**config.mk**
```make
export PLATFORM = sky130hd
export DESIGN_NAME = burst_addr_seq
export DESIGN_NICKNAME = d
export VERILOG_FILES = /design/src/rtl/burst_pkg.sv /design/src/rtl/burst_start_qual.sv /design/src/rtl/burst_beat_ctr.sv /design/src/rtl/burst_base_reg.sv /design/src/rtl/burst_addr_seq.sv
export SDC_FILE = /design/constraint.sdc
export NUM_CORES = 1
export LEC_CHECK = 0
export BUFFER_PORTS_ARGS = -buffer_cell sky130_fd_sc_hd__clkbuf_2
export CAP_MARGIN = 20
export CORE_MARGIN = 2
export CORE_UTILIZATION = 50
export CTS_CLUSTER_DIAMETER = 100
export DETAILED_ROUTE_END_ITERATION = 10
export PLACE_DENSITY = 0.83
export SYNTH_ARGS = -nofsm -noshare
export SYNTH_HDL_FRONTEND = slang
export SYNTH_SLANG_ARGS = --single-unit
```
**constraint.sdc**
```tcl
create_clock -name clk -period 1.6 [get_ports clk]
set_input_delay 0.16 -clock clk [delete_from_list [all_inputs] [get_ports clk]]
set_output_delay 0.16 -clock clk [all_outputs]
set_load 0.005 [all_outputs]
```
**src/rtl/burst_pkg.sv**
```systemverilog
package burst_pkg;
  localparam int LOW_W = 2;

  // Low address bits for a given beat under the selected order.
  function automatic logic [LOW_W-1:0] beat_low(
    input logic [LOW_W-1:0] start,
    input logic [LOW_W-1:0] beat,
    input logic             interleave
  );
    if (interleave) return start ^ beat;
    return start + beat;
  endfunction
endpackage

```
**src/rtl/burst_start_qual.sv**
```systemverilog
module burst_start_qual (
  input  logic chip_en,
  input  logic start_a,
  input  logic start_b,
  input  logic advance,
  output logic load_evt,
  output logic step_evt
);
  always_comb begin
    load_evt = chip_en & (start_a | start_b);
    step_evt = advance & ~load_evt;
  end
endmodule

```
**src/rtl/burst_beat_ctr.sv**
```systemverilog
module burst_beat_ctr #(
  parameter int BEAT_W = 2
) (
  input  logic              clk,
  input  logic              rst_n,
  input  logic              load,
  input  logic              step,
  output logic [BEAT_W-1:0] beat_q
);
  always_ff @(posedge clk) begin
    if (!rst_n)    beat_q <= '0;
    else if (load) beat_q <= '0;
    else if (step) beat_q <= beat_q + 1'b1;
  end
endmodule

```
**src/rtl/burst_base_reg.sv**
```systemverilog
module burst_base_reg #(
  parameter int ADDR_W = 18
) (
  input  logic              clk,
  input  logic              rst_n,
  input  logic              load,
  input  logic [ADDR_W-1:0] addr_in,
  input  logic              order_sel,
  output logic [ADDR_W-1:0] base_q,
  output logic              mode_q
);
  always_ff @(posedge clk) begin
    if (!rst_n) begin
      base_q <= '0;
      mode_q <= 1'b1;
    end else if (load) begin
      base_q <= addr_in;
      mode_q <= order_sel;
    end
  end
endmodule

```
**src/rtl/burst_addr_seq.sv**
```systemverilog
module burst_addr_seq
  import burst_pkg::*;
#(
  parameter int ADDR_W = 18
) (
  input  logic              clk,
  input  logic              rst_n,
  input  logic              chip_en,
  input  logic              start_a,
  input  logic              start_b,
  input  logic              advance,
  input  logic              order_sel,
  input  logic [ADDR_W-1:0] addr_in,
  output logic [ADDR_W-1:0] addr_out,
  output logic [LOW_W-1:0]  beat_pos
);
  localparam int HI_W = ADDR_W - LOW_W;

  logic              load_evt;
  logic              step_evt;
  logic [ADDR_W-1:0] base_q;
  logic              mode_q;
  logic [LOW_W-1:0]  beat_q;

  burst_start_qual u_qual (
    .chip_en (chip_en),
    .start_a (start_a),
    .start_b (start_b),
    .advance (advance),
    .load_evt(load_evt),
    .step_evt(step_evt)
  );

  burst_beat_ctr #(.BEAT_W(LOW_W)) u_beat (
    .clk   (clk),
    .rst_n (rst_n),
    .load  (load_evt),
    .step  (step_evt),
    .beat_q(beat_q)
  );

  burst_base_reg #(.ADDR_W(ADDR_W)) u_base (
    .clk      (clk),
    .rst_n    (rst_n),
    .load     (load_evt),
    .addr_in  (addr_in),
    .order_sel(order_sel),
    .base_q   (base_q),
    .mode_q   (mode_q)
  );

  always_comb begin
    addr_out = {base_q[ADDR_W-1 -: HI_W], beat_low(base_q[LOW_W-1:0], beat_q, mode_q)};
    beat_pos = beat_q;
  end
endmodule

```
==> qor.txt <==
result of the run: finished, final reports clean
top area cells in the synthesized netlist: sky130_fd_sc_hd__dfxtp_1 (40%), sky130_fd_sc_hd__mux2i_1 (17%), sky130_fd_sc_hd__buf_4 (13%)
largest family of logic cells by synthesized area: buffers and inverters
data arrival time of the worst path: 1280 ps
Peak Freq: 694 MHz
post-cts gate resize count: 0
diode count: 0
die extent in x: 49.8 um
placed instance area: 1120 um^2
FFs w/ async S/R, synth: 0
number of ports placed on the die boundary: 45
maximum number of pins on one net before global-route repair: 27
netlist area before placement: 1050 um^2
EDFF count, synth: 0
vias in the first global route: 807
worst clock skew: 3.49 ps
count of fill cells added during filler insertion: 191
number of port buffers: 44
DRC marker count from the first detailed-route iteration: 5
core box area: 1960 um^2
TritonCTS clock tree: built
area overhead of the layout relative to synthesis: 10.2%
distinct cell type count of the synthesized netlist: 18
count of maximum capacitance violations: 0
Antenna Violating Nets Remaining: 0
complex-gate fraction of the synthesized area: 0.0550
portion of synthesized cell area occupied by the leading cell type: 0.401
arithmetic-cell share of the synthesized area counting full adders, half adders and majority gates: 0.0119
Post-Syn Nets: 137
post-synthesis instance total: 111
number of antenna violations at the first check in global routing: 0
VDD IR-drop max: 0.000484 V
Hold Vio Cnt, Final: 0
Post-Layout Inst Area: 1150 um^2
starting density of the core: 0.534
number of buffers added for setup after CTS: 0
global placer's final weighted congestion: 0.624
clock latency reported for the late side of the worst-skew pair: 300 ps
flip-flop cell with the highest count after synthesis: sky130_fd_sc_hd__dfxtp_1
Max-Slew Margin vs Limit: 0.754
parity-gate share of the synthesized area counting xor and xnor cells: 0.0251
setup repair after global routing missed its margin: no
die extent in y: 49.8 um
fraction of final layout cells with drive strength greater than 1: 0.399
LEAKAGE: 0.000577 uW
Final setup violation count: 0
power density over cell area: 857 nW/um^2
clock buffer depth: 2
startpoint types: flop
number of placement rows: 16
data required time of the worst path: 1440 ps
largest fanout of any net on the critical path: 5
clock-pin slew on the worst setup and hold paths: 120 ps
Simple-Gate Fraction of Synth Area: 0.152
final wirelength: 1860 um
mean instance size in the synthesized netlist: 9.43 um^2
final worst path period share: 0.900
total negative setup slack: 0 ps
Yosys warnings: 0
Worst setup EP type: primary output
critical setup path kind: reg -> out
Hold Crit Class: in -> reg
sequential share of the synthesized area: 0.401
final-stage net count: 165
Via Count: 783
leading cell type by number of instances after synthesis: sky130_fd_sc_hd__nand2_1
number of clock sinks: 21
detailed-placement wirelength estimate: 1470 um
Slew @ Worst Pin: 369 ps
Final Max Tran Viols: 0
detailed-route vias per instance: 4.75
total grt overflow: 0
minimum clock period: 1440 ps
number of synthesized register bits: 21
DR WL/cell: 11.3 um
drt first pass iters: 4
first-pass GRT wire length: 3420 um
floorplan die area: 2480 um^2
final routed DRC violation total: 0
cell accounting for the most synthesized area: sky130_fd_sc_hd__dfxtp_1
CTS H-tree depth: 1
fraction of synthesized area in multiplexers: 0.172
global-route usage over all layers: 0.178
CTS Hold Buffers Added: 0
total CTS buffers: 3
top cells by count, synth: sky130_fd_sc_hd__nand2_1 (36), sky130_fd_sc_hd__dfxtp_1 (21), sky130_fd_sc_hd__buf_4 (18), sky130_fd_sc_hd__mux2i_1 (18), sky130_fd_sc_hd__xnor2_1 (3)
Root Buffer Master: sky130_fd_sc_hd__clkbuf_4
-- final timing paths --
path                                  startpoint                to  slack, ps  cells past startpoint
worst min register to register  u_base.base_q[7]  u_base.base_q[7]        470                      2
worst min-delay path                  addr_in[5]  u_base.base_q[5]         70                      3
worst max register to register  u_beat.beat_q[1]  u_beat.beat_q[1]        740                      2
worst max-delay path            u_beat.beat_q[0]       addr_out[1]        160                      4
-- state kept, by name, indices dropped and copies added, names as in the netlist --
| signal | count |
|---|---|
| u_base.base_q | 18 |
| u_base.mode_q | 1 |
| u_beat.beat_q | 2 |
-- worst max-delay path: stages (launching register included) --
cell	delay, ps
sky130_fd_sc_hd__dfxtp_2	390
sky130_fd_sc_hd__ha_1	150
sky130_fd_sc_hd__nor2b_1	170
sky130_fd_sc_hd__xnor2_1	140
sky130_fd_sc_hd__clkbuf_2	130
-- routing by layer --
metal / wire [um] / global-route usage / vias to the layer above
li1: - / - / 395
met1: 686 / 0.179 / 358
met2: 1060 / 0.358 / 26
met3: 72 / 0.0182 / 4
met4: 36 / 0.0833 / 0
met5: 0 / 0 / -
-- cells in the final DEF, fill, tap and decap left out, drive strengths merged --
| cell type | netlist | final |
|---|---|---|
| clkbuf | 1 | 47 |
| nand2 | 36 | 36 |
| dfxtp | 21 | 21 |
| mux2i | 18 | 18 |
| xnor2 | 3 | 3 |
| inv | 2 | 2 |
| o211ai | 2 | 2 |
| nor2b | 1 | 1 |
| o21a | 1 | 1 |
| a21bo | 1 | 1 |
| nand3b | 1 | 1 |
| a211oi | 1 | 1 |
| nor3 | 1 | 1 |
| ha | 1 | 1 |
| clkinv | 0 | 1 |
| buf | 21 | 1 |
-- logic make-up (layout without fill, tap and decap cells) --
| logic type | Yosys count | in the layout |
|---|---|---|
| xor gates and xnor gates | 3 | 3 |
| AOI/OAI and AO/OA | 5 | 5 |
| buffers and inverters | 24 | 51 |
| and+or+nand+nor | 39 | 39 |
| DFF | 21 | 21 |
| muxes | 18 | 18 |
| adders and majority gates | 1 | 1 |
-- per-stage QoR --
stage	hold WS (ps)	worst slack, ps	util	cells	power (uW)
CTS	71.6	63.5	0.587	165	997
floorplan	302	618	-	111	723
detailed placement	398	413	0.573	161	752
global route	65.1	52.3	0.588	165	1050
global placement	390	524	0.573	161	741
finish	70.1	160	0.588	165	988
-- report_power, final --
group / internal (uW) / leakage (uW) / switching, uW
Clock: 93.1 / 0.0000177 / 157
Sequential: 556 / 0.000173 / 18.7
Combinational: 84.6 / 0.000386 / 78.5
-- final cells by class --
class / instances / area (um^2) / share of cell area
Timing Repair Buffer: 45 / 228 / 0.197
Inverter: 2 / 7.51 / 0.00651
Tap cell: 27 / 33.8 / 0.0293
Clock buffer: 3 / 22.5 / 0.0195
Multi-Input combinational cell: 66 / 435 / 0.377
Sequential cell: 21 / 422 / 0.366
Clock inverter: 1 / 5.00 / 0.00434
Power figures use the tool's default switching activity.
